--- src/rtl/fpc_pkg.sv ---
package fpc_pkg;
    typedef enum logic [1:0] {
        PWR_OFF  = 2'd0,
        PWR_WAKE = 2'd1,
        PWR_ON   = 2'd2
    } pwr_state_e;

    localparam int SIG_TX  = 0;
    localparam int SIG_RX  = 1;
    localparam int SIG_BCK = 2;
    localparam int NUM_SIG = 3;
endpackage

--- src/rtl/fpc_sync.sv ---
module fpc_sync #(
    parameter int WIDTH  = 4,
    parameter int STAGES = 2
) (
    input  logic             clk,
    input  logic             rst_n,
    input  logic [WIDTH-1:0] din,
    output logic [WIDTH-1:0] dout
);
    logic [WIDTH-1:0] stage_q [STAGES];

    generate
        for (genvar s = 0; s < STAGES; s++) begin : g_stage
            always_ff @(posedge clk or negedge rst_n) begin
                if (!rst_n) begin
                    stage_q[s] <= '0;
                end else if (s == 0) begin
                    stage_q[s] <= din;
                end else begin
                    stage_q[s] <= stage_q[(s > 0) ? s - 1 : 0];
                end
            end
        end
    endgenerate

    assign dout = stage_q[STAGES-1];
endmodule

--- src/rtl/fpc_frame_timer.sv ---
module fpc_frame_timer #(
    parameter int FRAME_TICKS = 64
) (
    input  logic clk,
    input  logic rst_n,
    output logic frame_end
);
    localparam int CW = (FRAME_TICKS > 1) ? $clog2(FRAME_TICKS) : 1;

    logic [CW-1:0] cnt_d, cnt_q;

    assign frame_end = (cnt_q == CW'(FRAME_TICKS - 1));

    always_comb begin
        cnt_d = frame_end ? '0 : cnt_q + 1'b1;
    end

    always_ff @(posedge clk or negedge rst_n) begin
        if (!rst_n) cnt_q <= '0;
        else        cnt_q <= cnt_d;
    end
endmodule

--- src/rtl/fpc_activity.sv ---
module fpc_activity #(
    parameter int IDLE_FRAMES = 4
) (
    input  logic clk,
    input  logic rst_n,
    input  logic sig_s,
    input  logic frame_end,
    output logic win_act,
    output logic idle_end
);
    localparam int CW = $clog2(IDLE_FRAMES + 1);

    typedef struct packed {
        logic          prev;
        logic          seen;
        logic [CW-1:0] idle_cnt;
    } act_t;

    act_t st_d, st_q;
    logic tgl;

    assign tgl      = sig_s ^ st_q.prev;
    assign win_act  = st_q.seen | tgl;
    assign idle_end = !win_act && (st_q.idle_cnt >= CW'(IDLE_FRAMES - 1));

    always_comb begin
        st_d      = st_q;
        st_d.prev = sig_s;
        if (frame_end) begin
            st_d.seen = 1'b0;
            if (win_act)
                st_d.idle_cnt = '0;
            else if (st_q.idle_cnt != CW'(IDLE_FRAMES))
                st_d.idle_cnt = st_q.idle_cnt + 1'b1;
        end else begin
            st_d.seen = win_act;
        end
    end

    always_ff @(posedge clk or negedge rst_n) begin
        if (!rst_n) st_q <= '0;
        else        st_q <= st_d;
    end
endmodule

--- src/rtl/fsync_pwr_ctrl.sv ---
module fsync_pwr_ctrl
    import fpc_pkg::*;
#(
    parameter int FRAME_TICKS  = 64,
    parameter int IDLE_FRAMES  = 4,
    parameter int PWRUP_FRAMES = 2,
    parameter int SYNC_STAGES  = 2
) (
    input  logic clk,
    input  logic rst_n,
    input  logic pdn_n,
    input  logic fs_tx,
    input  logic fs_rx,
    input  logic bclk_rx,
    output logic powered,
    output logic dt_oe,
    output logic sync_mode,
    output logic gain_mode,
    output logic half_chan
);
    localparam int WW = (PWRUP_FRAMES > 1) ? $clog2(PWRUP_FRAMES) : 1;

    typedef struct packed {
        pwr_state_e    st;
        logic [WW-1:0] wcnt;
        logic          sync_mode;
        logic          gain;
        logic          half;
    } ctl_t;

    ctl_t               c_d, c_q;
    logic [NUM_SIG:0]   pins_s;
    logic [NUM_SIG-1:0] lvl;
    logic [NUM_SIG-1:0] act;
    logic [NUM_SIG-1:0] idle_e;
    logic               pdn_s;
    logic               frame_end;

    fpc_sync #(.WIDTH(NUM_SIG + 1), .STAGES(SYNC_STAGES)) u_sync (
        .clk   (clk),
        .rst_n (rst_n),
        .din   ({pdn_n, bclk_rx, fs_rx, fs_tx}),
        .dout  (pins_s)
    );

    assign pdn_s = pins_s[NUM_SIG];
    assign lvl   = pins_s[NUM_SIG-1:0];

    fpc_frame_timer #(.FRAME_TICKS(FRAME_TICKS)) u_timer (
        .clk       (clk),
        .rst_n     (rst_n),
        .frame_end (frame_end)
    );

    generate
        for (genvar i = 0; i < NUM_SIG; i++) begin : g_mon
            fpc_activity #(.IDLE_FRAMES(IDLE_FRAMES)) u_act (
                .clk       (clk),
                .rst_n     (rst_n),
                .sig_s     (lvl[i]),
                .frame_end (frame_end),
                .win_act   (act[i]),
                .idle_end  (idle_e[i])
            );
        end
    endgenerate

    always_comb begin
        c_d = c_q;
        unique case (c_q.st)
            PWR_OFF: begin
                if (pdn_s && frame_end && act[SIG_TX]) begin
                    c_d.st   = PWR_WAKE;
                    c_d.wcnt = '0;
                end
            end
            PWR_WAKE: begin
                if (frame_end) begin
                    if (c_q.wcnt == WW'(PWRUP_FRAMES - 1)) c_d.st = PWR_ON;
                    else                                    c_d.wcnt = c_q.wcnt + 1'b1;
                end
            end
            PWR_ON: begin
                if (frame_end && idle_e[SIG_TX] && idle_e[SIG_RX]
                    && !lvl[SIG_TX] && !lvl[SIG_RX])
                    c_d.st = PWR_OFF;
            end
            default: c_d.st = PWR_OFF;
        endcase
        if (!pdn_s) c_d.st = PWR_OFF;

        if (frame_end) begin
            c_d.sync_mode = idle_e[SIG_BCK];
            c_d.gain      = act[SIG_BCK] ? c_q.gain : lvl[SIG_BCK];
            c_d.half      = (c_q.st != PWR_OFF) && act[SIG_TX]
                            && !act[SIG_RX] && !lvl[SIG_RX];
        end
    end

    always_ff @(posedge clk or negedge rst_n) begin
        if (!rst_n) c_q <= '{st: PWR_OFF, default: '0};
        else        c_q <= c_d;
    end

    assign powered   = (c_q.st != PWR_OFF);
    assign dt_oe     = (c_q.st == PWR_ON);
    assign sync_mode = c_q.sync_mode;
    assign gain_mode = c_q.gain;
    assign half_chan = c_q.half;
endmodule

--- config.mk ---
export PLATFORM = sky130hd
export DESIGN_NAME = fsync_pwr_ctrl
export DESIGN_NICKNAME = d
export VERILOG_FILES = /design/src/rtl/fpc_pkg.sv /design/src/rtl/fpc_sync.sv /design/src/rtl/fpc_frame_timer.sv /design/src/rtl/fpc_activity.sv /design/src/rtl/fsync_pwr_ctrl.sv
export SDC_FILE = /design/constraint.sdc
export NUM_CORES = 1
export LEC_CHECK = 0
export ABC_AREA = 0
export BUFFER_PORTS_ARGS = -buffer_cell sky130_fd_sc_hd__buf_2
export CAP_MARGIN = 5
export CORE_MARGIN = 1
export CORE_UTILIZATION = 45
export CTS_CLUSTER_DIAMETER = 30
export DETAILED_ROUTE_END_ITERATION = 8
export HOLD_SLACK_MARGIN = 0.1
export MAX_ROUTING_LAYER = met4
export PLACE_DENSITY_LB_ADDON = 0.1
export SETUP_SLACK_MARGIN = 0.1
export SYNTH_ARGS = -nofsm -noshare
export SYNTH_HDL_FRONTEND = slang
export SYNTH_HIERARCHICAL = 1
export SYNTH_SLANG_ARGS = --single-unit
--- constraint.sdc ---
create_clock -name clk -period 3.2 [get_ports clk]
set_input_delay 0.16 -clock clk [delete_from_list [all_inputs] [get_ports clk]]
set_output_delay 0.16 -clock clk [all_outputs]
set_load 0.01 [all_outputs]
# == Yosys cells after proc, flatten, opt, wreduce, memory -nomap -nowiden ==
# Index checks and enable logic that the tools add are counted.
# totals
out_inout_bits,5
inputBits,6
word_cells,91
reg_bits,35
# op_classes
muxes,18
n_lt_le_gt_ge,3
eq_ne,12
reduce_logical,29
n_addsub,5
bitwise_logic,7
# op_table
op,n
$mux 3,8
$ne 3x3->1 const B,7
$logic_and 1x1->1,12
$reduce_bool 2->1,5
$add 3x1->3 const B,3
$ge 3x2->1 const B,3
$reduce_and 2->1,4
$add 6x1->6 const B,1
$eq 6x6->1 const B,1
$mux 2,3
$mux 6,1
$pmux 2 s3,1
$logic_not 1->1,5
$mux 1,4
$ne 2x2->1 const B,2
$reduce_and 4->1,1
$or 1x1->1,3
$reduce_and 3->1,1
$xor 1x1->1,3
$eq 2x1->1 const B,1
$eq 2x2->1 const B,1
$logic_not 2->1,1
$pmux 1 s2,1
$add 1x1->1 const B,1
$not 1->1,1

# == Depth between registers and ports, before layout ==
# Gate-level depths: netlist (run 1).
# logic_depth
ltp_word,11
depth_mapped,8
depth_no_buf,7

# == Modules after synthesis ==
# Netlist (run 1), hierarchy kept.
# by_module_without_submodules
mod,cells_per_inst,instances,area_each_um2,seq_area_each_um2
fpc_activity,25,3,269.0,125.1
fsync_pwr_ctrl,26,1,291.5,150.1
fpc_frame_timer,20,1,242.7,150.1
fpc_sync,12,1,230.2,200.2

# == Worst setup path before layout (run 1) ==
# No wires, ideal clock.
# synth_timing
path_type,register to register
from,register u_timer.cnt_q[0]
to,register c_q[5] (netlist name)
t_arrival_ps,2357
path_stages_with_launch,8
required_time_ps,3078
path_buffers,1
path_slack_ps,721
setup_time_ps,122
period_less_slack_ps,2479
path_cell_list,dfrtp_1 -> ha_1 -> nand3_1 -> nor2_1 -> buf_6 -> nand2_2 -> or4b_1 -> a32o_1
# synth_via
elab_chain_cells,7
elab_cells_between_ends,11
classes_between,4 x eq/ne; 7 x reduce/logical
# synth_lines
item,line_no,source
start: declaration,fpc_frame_timer.sv:10,"logic [CW-1:0] cnt_d, cnt_q;"
start signal: assignment,fpc_frame_timer.sv:20,else cnt_q <= cnt_d;
$eq 6x6->1 (*),fpc_frame_timer.sv:12,assign frame_end = (cnt_q == CW'(FRAME_TICKS - 1));
named net frame_end,fsync_pwr_ctrl.sv:37,logic frame_end;
$logic_and 1x1->1 (2 in a row),fsync_pwr_ctrl.sv:84,if (frame_end && idle_e[SIG_TX] && idle_e[SIG_RX]
$logic_and 1x1->1 (2 in a row),fsync_pwr_ctrl.sv:85,&& !lvl[SIG_TX] && !lvl[SIG_RX])
$ne 3x3->1 (no line),n/a,
$reduce_and 4->1 (no line) (*),n/a,
end signal: assignment,fsync_pwr_ctrl.sv:101,"if (!rst_n) c_q <= '{st: PWR_OFF, default: '0};"
end signal: assignment,fsync_pwr_ctrl.sv:102,else c_q <= c_d;
end: declaration,fsync_pwr_ctrl.sv:31,"ctl_t c_d, c_q;"
# Mark *: on every way through the listed nets, which the timed path passes. The rest lies on a longest branch.
# A chain may end at the register's enable or synchronous reset.

# == Worst setup path in the final report (run 1) ==
# layout_timing
from,"register u_sync.stage_q, in the netlist u_sync/dout[0]"
to,register c_q[5] (netlist name)
# layout_via
elab_chain_cells,10
elab_cells_between_ends,13
classes_between,2 x eq/ne; 2 x bitwise; 9 x reduce/logical
# layout_lines
item,line_no,source
start: declaration,fpc_sync.sv:10,logic [WIDTH-1:0] stage_q [STAGES];
start signal: indexed assignment,fpc_sync.sv:18,stage_q[s] <= din;
start signal: indexed assignment,fpc_sync.sv:20,stage_q[s] <= stage_q[(s > 0) ? s - 1 : 0];
$xor 1x1->1,fpc_activity.sv:22,assign tgl = sig_s ^ st_q.prev;
$or 1x1->1,fpc_activity.sv:23,assign win_act = st_q.seen | tgl;
named net act[0],fsync_pwr_ctrl.sv:34,logic [NUM_SIG-1:0] act;
$logic_not 1->1,fpc_activity.sv:24,assign idle_end = !win_act && (st_q.idle_cnt >= CW'(IDLE_FRAMES - 1));
$logic_and 1x1->1,fpc_activity.sv:24,
named net idle_e[0],fsync_pwr_ctrl.sv:35,logic [NUM_SIG-1:0] idle_e;
$logic_and 1x1->1 (2 in a row),fsync_pwr_ctrl.sv:84,
$logic_and 1x1->1 (2 in a row),fsync_pwr_ctrl.sv:85,
$ne 3x3->1 (no line),n/a,
$reduce_and 4->1 (no line),n/a,
# The timed path passes the listed nets, and every way through them passes these cells.

==> results of run 1 <==
## worst max-delay path, stage by stage, from the launching register on
cell and delay [ns]:
dfrtp_1 0.41, xor2_1 0.17, or2_1 0.32, nor2_1 0.17
nand2_2 0.06, or4b_1 0.48, a32o_1 0.27
## path summary, 6_finish.rpt
check | to | from | cells after the start
setup / recovery | c_q[5] | u_sync/dout[0] | 6
hold / removal | u_sync/dout[1] | u_sync/stage_q[5] | 0
setup reg to reg | c_q[5] | u_sync/dout[0] | 6
hold reg to reg | u_sync/dout[1] | u_sync/stage_q[5] | 0
max in group asynchronous | u_sync/dout[3] | rst_n | 2
min in group asynchronous | g_mon[2].u_act/st_q[0] | rst_n | 2
## synth_stat cells
library cell   n  area share (%)
nand3_2        1            0.64
or3_1          1            0.40
a32o_1         1            0.64
buf_4          4             1.9
nor2_1         8             1.9
xor2_1         5             2.8
ha_1          10             8.0
o2bb2ai_1      6             3.3
and2b_1        1            0.48
a211oi_1       3             1.4
or2_1          3             1.2
o221ai_1       3             1.7
nand2_2        1            0.40
buf_6          1            0.72
nand2_1        7             1.7
a21oi_2        1            0.56
o21ai_0        3            0.96
a41o_1         1            0.64
a311oi_1       1            0.56
buf_2          3            0.96
nand2b_1       1            0.40
inv_1          9             2.1
or2_2          1            0.40
or4b_1         4             2.5
o31ai_1        3             1.4
mux2_2         2             1.4
nor2b_1        5             2.0
nand3_1        7             2.2
dfrtp_1       35              56
a21oi_1        1            0.32
xnor2_1        1            0.56
## cells by family after synthesis
group / Yosys count / synth area share (%)
and+or+nand+nor: 40 / 14.3
xor gates and xnor gates: 6 / 3.34
DFF: 35 / 55.7
buffers and inverters: 17 / 5.73
adders and majority gates: 10 / 7.96
AOI/OAI and AO/OA: 23 / 11.5
muxes: 2 / 1.43
## layout make-up
class | instances | area (um^2)
fillers | 314 | 1590
flip-flops and latches | 35 | 876
multi-input cells | 81 | 606
repair buffers | 16 | 108
clock buffers | 8 | 68.8
well taps | 46 | 57.6
inverters | 9 | 33.8
## layer usage
metal,vias to the layer above,global-route usage [%]
met5,-,-
met4,0,10.7
met3,8,4.41
met2,12,22.4
met1,460,20.0
li1,492,-
## timing repair
| action | 4_1_cts | 5_1_grt |
|---|---|---|
| resized for setup | 0 | 0 |
| hold buffers | 5 | 0 |
| hold endpoints to repair | 39 | 0 |
| setup buffers | 0 | 0 |
## per-stage QoR
step	setup WS [ns]	utilization [%]	total power, mW	hold WS [ns]
2_1_floorplan	0.721	-	0.468	-0.136
3_3_place_gp	1.29	48.9	0.477	0.268
3_5_place_dp	1.25	48.9	0.478	0.270
4_1_cts	1.23	52.4	0.753	0.363
5_1_grt	1.13	52.4	0.774	0.367
6_report	1.23	52.4	0.738	0.358
## power breakdown
group	leakage (nW)	internal (mW)	switching, mW
clock	0.0386	0.129	0.137
sequential	0.433	0.449	0.00345
combinational	0.293	0.00777	0.0122
total	0.765	0.586	0.152
## registers in the layout (all words and copies together) (netlist names)
register and flops:
c_q 3, g_mon.u_act/st_q 15, u_timer/cnt_q 6, gain_mode 1
half_chan 1, u_sync/stage_q 4, u_sync/dout 4, sync_mode 1
==> run metrics, run 1 <==
post-synth cell types=31; met2 routed WL=between 1000 and 1500 um; Syn Nets=approximately 150; DR vias/cell=approximately 5; clock buffer depth=2; final std cells w/o fill=~200; largest net degree at the start of global routing=36; Syn Area/Cell=between 10 and 15 um^2; height of the die=just over 60 um; DP Wirelength=between 1500 and 2000 um; final worst-path cycle share=approximately three fifths; reg2reg setup slack=roughly 1.2 ns; Final ANT Viol Nets=0; Syn Inst Count=133; min Tclk post-route=1.97 ns; Hold WC Path Type=reg2reg; Nets=about 160; WS Path Type=reg2reg; CTS tree=built; drc violations=0; highest routed layer=met4; most common cell after layout, fill and taps aside=dfrtp_1; first-pass GRT wire length=slightly below 4000 um; CP Data Required Time=roughly 3.4 ns; TNS Setup=0 ns; WL final=approximately 2300 um; status=finished clean; std cell rows=21; f_max=roughly 510 MHz; CTS H-tree lvls=2; die area=0.00373 mm^2; DP Area=between 0.0015 and 0.002 mm^2; Die X=slightly above 60 um; Top Ports=11; starting density of the core=47.1%; Final Skew=0.00342 ns; vias in the first global route=~900; Fin. Hold Viols=0; number of DRC markers in iteration 0=50; Mapped Area=about 0.0016 mm^2; clk_lat worst skew=~0.33 ns; Leakage=about 0.76 nW; yosys warns=6; Max Cap Viol=0; GP Congestion=around 0.72; antenna violations before repair=0; Root Driver=clkbuf_4; RSZ-0062 raised after global routing=false; max-slew violations=0; dpl cells=approximately 180; most frequent cells in the layout=35 x dfrtp_1, 10 x ha_1, 10 x buf_2; design area=0.00175 mm^2; CP Capture Type=flop; met3 WL=a little under 60 um; Worst-Margin Slew=0.765 ns; Rel. slew slack=49.0%; core area=0.00334 mm^2; Max FO, Critical Path=8; crit path DAT=~2.2 ns; DR pass1 iterations=4; peak supply drop=about 0.27 mV; share of cells above drive strength 1=between 10% and 20%; Yosys reg bits=35; CTS Buf Count=5; Power Density=roughly 420 mW/mm^2; WL met1=1180 um; Port Buffers=10; gr ovfl total=0; antenna diode count=0; Wirelength per Cell=approximately 12 um; # setup viols final=0; Tot GR Track Use=between 10% and 20%; post-synthesis sequential area ratio=between 50 and 60%; Setup crit start kind=flop; Clock transition at path regs=roughly 0.1 ns; routed vias=972; CTS sink cnt=35; area added between synthesis and finish=11.3%
Note: power is estimated with default switching activity, not from simulation.
==> run 2, diff against run 1 <==
--- a/config.mk
+++ b/config.mk
@@ -5,7 +5,7 @@
 export SDC_FILE = /design/constraint.sdc
 export NUM_CORES = 1
 export LEC_CHECK = 0
-export ABC_AREA = 0
+export ABC_AREA = 1
 export BUFFER_PORTS_ARGS = -buffer_cell sky130_fd_sc_hd__buf_2
 export CAP_MARGIN = 5
 export CORE_MARGIN = 1
==> constraint.sdc (replaced) <==
create_clock -name clk -period 1.75 [get_ports clk]
set_input_delay 0.0875 -clock clk [delete_from_list [all_inputs] [get_ports clk]]
set_output_delay 0.0875 -clock clk [all_outputs]
set_load 0.01 [all_outputs]
==> run 2 against run 1 <==
Maximum frequency up 34%. Sequential power up 84%. Global-route usage rose by 1.4 points. Largest cell class unchanged. Largest power group unchanged.
==> run metrics, run 2 <==
status=finished clean; GP Congestion=~0.86; RSZ-0062 raised after global routing=false; Mapped Area=around 0.0017 mm^2; synth top area cells=dfrtp_1 53%, nand2_1 11%, ha_1 7.5%; design area=just under 0.002 mm^2; Port Buffers=10; asr flop ratio synth=100%; f_max=681 MHz; core area=0.00344 mm^2; Worst-Margin Slew=about 0.76 ns; CP Capture Type=flop; Setup crit start kind=flop; Syn Area/Cell=roughly 9.0 um^2; final std cells w/o fill=~260; routed vias=between 1000 and 1500; register name with the most flops=g_mon.u_act/st_q; Tot GR Track Use=17.3%; Most used DFF post-synth=dfrtp_1; Power Density=765 mW/mm^2; most frequent cells in the layout=51 x nand2_1, 35 x dfrtp_1, 31 x inv_1; Max FO, Critical Path=6; first-pass GRT wire length=just over 5000 um; post-synthesis mux area share=0%; dpl cells=between 200 and 250; drc violations=0; Final Skew=0.00701 ns; Largest regs=g_mon.u_act/st_q: 15 flops, u_timer/cnt_q: 6 flops; TNS Setup=0 ns; # setup viols final=0; Compound-Gate Fraction of Synth Area=4.21%; CTS Buf Count=5; CTS H-tree lvls=2; Max Cap Viol=0; Top Ports=11; top post-synthesis cells by count=51 x nand2_1, 35 x dfrtp_1, 31 x inv_1; count leader, synth=nand2_1; Root Driver=clkbuf_8; post-CTS sizing=0; simple-gate share of the synthesized area=24.4%; max reg flops=15; length in cells of the worst reg-to-reg path=8; adder-cell area share of the yosys netlist=between 7 and 8%; Leakage=around 1.0 nW; CTS tree=built; largest family of logic cells by synthesized area=simple AND/OR/NAND/NOR gates; Hold WC Path Type=reg2reg; CP Data Required Time=1.92 ns; DP Wirelength=between 2000 and 2500 um; Final ANT Viol Nets=0; area added between synthesis and finish=17.4%; Rel. slew slack=roughly half; Nets=~230; DP Area=approximately 0.0018 mm^2; reg-to-reg endpoint=g_mon[2].u_act/st_q[2]; gr ovfl total=0; post-synth cell types=20; Wirelength per Cell=10.9 um; starting density of the core=between 40% and 50%; Die X=about 63 um; clk_lat worst skew=about 0.28 ns; Syn Inst Count=between 150 and 200; CP startpoint=u_timer/cnt_q[0]; number of DRC markers in iteration 0=73; antenna violations before repair=0; WS Path Type=reg2reg; Yosys top cell area share=between 50% and 60%; clock buffer depth=2; number of flops mapped to enable cells by yosys=0; largest net degree at the start of global routing=36; WL final=approximately 2800 um; share of cells above drive strength 1=a little under a fifth; reg2reg setup slack=roughly 0.28 ns; yosys warns=6; peak supply drop=roughly 0.55 mV; std cell rows=21; max-slew violations=0; most common cell after layout, fill and taps aside=nand2_1; post-synthesis sequential area ratio=a little over half; DR vias/cell=roughly 4.6; largest area contributor in the netlist=dfrtp_1; die area=about 0.004 mm^2; CTS sink cnt=35; Clock transition at path regs=~0.070 ns; height of the die=~63 um; final worst-path cycle share=84.0%; hold slack=roughly 0.35 ns; Synth Area in XOR/XNOR=between 1.5 and 2%; Fin. Hold Viols=0; Yosys reg bits=35; min Tclk post-route=approximately 1.5 ns; Syn Nets=202; vias in the first global route=roughly 1200; crit path DAT=1.64 ns; antenna diode count=0; Setup crit end=g_mon[2].u_act/st_q[2]; DR pass1 iterations=6; Critical R2R Launch=u_timer/cnt_q[0]
run 2: cell count changes in the layout (fill, tap and decap cells not counted), moves of 6 or more:
| cell | change |
|---|---|
| nand4_1 | +15 |
| inv_1 | +22 |
| nand2_1 | +44 |
| o2bb2ai_1 | -6 |
run 2: worst min-delay path by stage:
stage	from	to	slack, ns	cells past startpoint
5_1_grt	u_sync/stage_q[4]	u_sync/dout[0]	0.35	0
6_report	u_sync/stage_q[4]	u_sync/dout[0]	0.35	0
2_1_floorplan	rst_n	c_q[3]	-0.21	0
4_1_cts	u_sync/stage_q[7]	u_sync/dout[3]	0.35	0
3_5_place_dp	pdn_n	u_sync/stage_q[7]	0.20	1
3_3_place_gp	rst_n	g_mon[2].u_act/st_q[0]	0.20	1
run 2: cell families after synthesis:
family | Yosys count
compound gates | 11
xor+xnor | 3
simple gates | 88
fa+ha+maj | 10
flops | 35
buf+inv | 39
run 2: layer usage:
layer	global-route usage, %	share of wire (%)
met2	27.9	48
met5	-	0
met4	5.52	0.79
met1	20.4	49
met3	5.66	2.9
run 2: through the flow:
| stage | power (mW) | utilization, % | setup slack, ns |
|---|---|---|---|
| CTS | 1.52 | 55.8 | 0.168 |
| detailed placement | 0.880 | 51.4 | 0.179 |
| finish | 1.50 | 56.8 | 0.281 |
| global route | 1.56 | 56.8 | 0.126 |
| global placement | 0.877 | 51.4 | 0.254 |
| floorplan | 0.861 | - | 0.244 |
run 2: cell type report:
type	count	area, um^2
Fill cell	315	1490
Sequential cell	35	876
Multi-Input combinational cell	112	633
Timing Repair Buffer	21	158
Inverter	35	131
Clock buffer	8	100
Tap cell	46	57.6
run 2: where the power goes:
| group | internal [mW] | switching, mW |
|---|---|---|
| Combinational | 0.0154 | 0.0254 |
| Clock | 0.359 | 0.266 |
| Sequential | 0.822 | 0.00805 |
| Total | 1.20 | 0.299 |
run 2: timing repair:
action / in CTS / in global routing
setup endpoints to repair: 0 / 5
hold buffers: 5 / 0
setup buffers: 0 / 3
endpoints found under the hold margin: 39 / 0
run 2: worst max-delay path, stage by stage, from the launching register on:
cell     delay [ns]
dfrtp_1        0.40
ha_1           0.23
nand2_1        0.12
nor2_4         0.14
buf_12         0.12
buf_4          0.13
nand2_1        0.10
nand2_1        0.08
nand2_1        0.05
==> run 3, diff against run 2 <==
==> constraint.sdc (replaced) <==
create_clock -name clk -period 1.2 [get_ports clk]
set_input_delay 0.06 -clock clk [delete_from_list [all_inputs] [get_ports clk]]
set_output_delay 0.06 -clock clk [all_outputs]
set_load 0.01 [all_outputs]
==> run 3 against run 2 <==
The run now ends with setup timing left. Clock power is 36% higher. Sequential power is 46% higher. Clock skew is 0.0046 ns lower. Core utilization is 8.3 points higher. Wire length is 14% higher. Non-clock buffer count is 24 higher. Cell count is 9.3% higher.
==> run metrics, run 3 (same netlist as run 2, synthesis figures left out) <==
DR vias/cell=between 4 and 5; Final ANT Viol Nets=0; Top Ports=11; largest net degree at the start of global routing=19; number of DRC markers in iteration 0=between 50 and 60; Fin. Hold Viols=0; min Tclk post-route=1.35 ns; Setup crit end=g_mon[0].u_act/st_q[1]; Largest regs=g_mon.u_act/st_q: 15 flops, u_timer/cnt_q: 6 flops; GP Congestion=slightly below 0.9; f_max=around 740 MHz; CP startpoint=u_timer/cnt_q[1]; core area=0.00344 mm^2; std cell rows=21; crit path max-delay cell type=dfrtp_1; CP cell instances=ha_2 -> nand2_4 -> nor2_4 -> buf_12 -> buf_12 -> buf_6 -> nand4_1 -> nand2_1; length in cells of the worst reg-to-reg path=8; reg-to-reg endpoint=g_mon[0].u_act/st_q[1]; CTS sink cnt=35; DR pass1 iterations=4; Setup crit start kind=flop; die area=0.00395 mm^2; status=complete, but fails checks; Hold WC Path Type=in2async; share of cells above drive strength 1=around a third; final worst setup slack=-0.148 ns; Critical R2R Launch=u_timer/cnt_q[1]; final worst-path cycle share=112%; gr ovfl total=0; design area=roughly 0.0022 mm^2; Rel. slew slack=between 70% and 80%; DP Area=0.00195 mm^2; CP bufs+invs=3; Clock transition at path regs=0.07 ns; Leakage=about 1.2 nW; routed vias=~1300; Top cell by count, worst path=buf_12; antenna violations before repair=0; height of the die=62.8 um; failing checks=setup timing; DP Wirelength=2150 um; Fill cells=about 280; Root Driver=clkbuf_8; Worst path max stage delay=0.36 ns; antenna diode count=0; Power Density=around 950 mW/mm^2; Nets=250; CP top delay family=simple AND/OR/NAND/NOR gates; register name with the most flops=g_mon.u_act/st_q; # setup viols final=18; vias in the first global route=~1300; dpl cells=261; max reg flops=15; starting density of the core=about half; WL final=between 3000 and 4000 um; max-slew violations=0; CP Capture Type=flop; first-pass GRT wire length=roughly 5400 um; CTS tree=built; Tot GR Track Use=18.4%; clk_lat worst skew=between 0.2 and 0.3 ns; CTS Buf Count=5; crit path DAT=1.58 ns; most common cell after layout, fill and taps aside=nand2_1; Worst-Margin Slew=about 0.44 ns; Die X=approximately 63 um; RSZ-0062 raised after global routing=true; WS Path Type=reg2reg; final std cells w/o fill=around 280; CTS H-tree lvls=2; most frequent cells in the layout=44 x nand2_1, 35 x dfrtp_1, 28 x inv_1; peak supply drop=0.813 mV; Final Skew=~0.0024 ns; Setup Slack @ Placement=-0.107 ns; clock buffer depth=2; Worst path depth=8; Max FO, Critical Path=6; Wirelength per Cell=roughly 11 um; drc violations=0; area added between synthesis and finish=34.6%; Port Buffers=10; Max Cap Viol=0; CP Data Required Time=1.43 ns; reg2reg setup slack=-0.15 ns
[run 3: changes by cell type in the layout (fill, tap and decap cells not counted), moves of 3 or more]
cell,change
inv_2,+3
buf_4,+18
nand2_1,-7
buf_6,+4
nand2_2,+5
inv_1,-3
[run 3: area by class of cell]
| type | count | area [um^2] | area share (%) |
|---|---|---|---|
| clock inverter | 3 | 20.0 | 0.893 |
| sequential | 35 | 876 | 39.1 |
| clock buffer | 5 | 68.8 | 3.07 |
| inverter | 35 | 131 | 5.86 |
| multi-input combinational | 112 | 701 | 31.3 |
| timing repair buffer | 45 | 388 | 17.3 |
| tap | 46 | 57.6 | 2.57 |
[run 3: timing repair]
item	in CTS	in global routing
gates resized for setup	10	16
endpoints found under the setup margin	20	23
setup buffers	6	2
endpoints found under the hold margin	39	0
pin swaps	20	12
hold buffers	5	0
[run 3: how the worst min path moves through the flow]
stage | start | to | cells after the start
6_report | rst_n | g_mon[1].u_act/st_q[2] | 2
3_3_place_gp | rst_n | g_mon[1].u_act/st_q[2] | 1
5_1_grt | rst_n | u_sync/dout[3] | 2
4_1_cts | rst_n | g_mon[1].u_act/st_q[2] | 2
2_1_floorplan | rst_n | c_q[3] | 0
3_5_place_dp | rst_n | g_mon[1].u_act/st_q[2] | 1
[run 3: power by group]
| part | leakage [nW] | switching (mW) | internal [mW] |
|---|---|---|---|
| logic | 0.707 | 0.0407 | 0.0312 |
| clock network | 0.0402 | 0.443 | 0.403 |
| registers | 0.433 | 0.0119 | 1.20 |
| total | 1.18 | 0.495 | 1.63 |
[run 3: stage by stage]
step	power, mW	util (%)	hold WS, ns	TNS [ns]
final	2.13	65.1	0.243	-1.60
after global routing	2.20	65.1	0.282	-3.38
after CTS	2.16	62.8	0.247	-1.12
after detailed placement	1.29	56.7	0.0259	-0.996
after global placement	1.29	56.7	0.0196	-0.284
after floorplan	1.26	-	-0.236	-2.14
[run 3: metal layers]
layer	vias to the layer above	routed length [um]	global-route usage, %
met5	-	0	-
met4	0	71	7.56
met3	9	120	5.29
met2	29	1540	30.0
met1	630	1450	21.0
li1	680	-	-
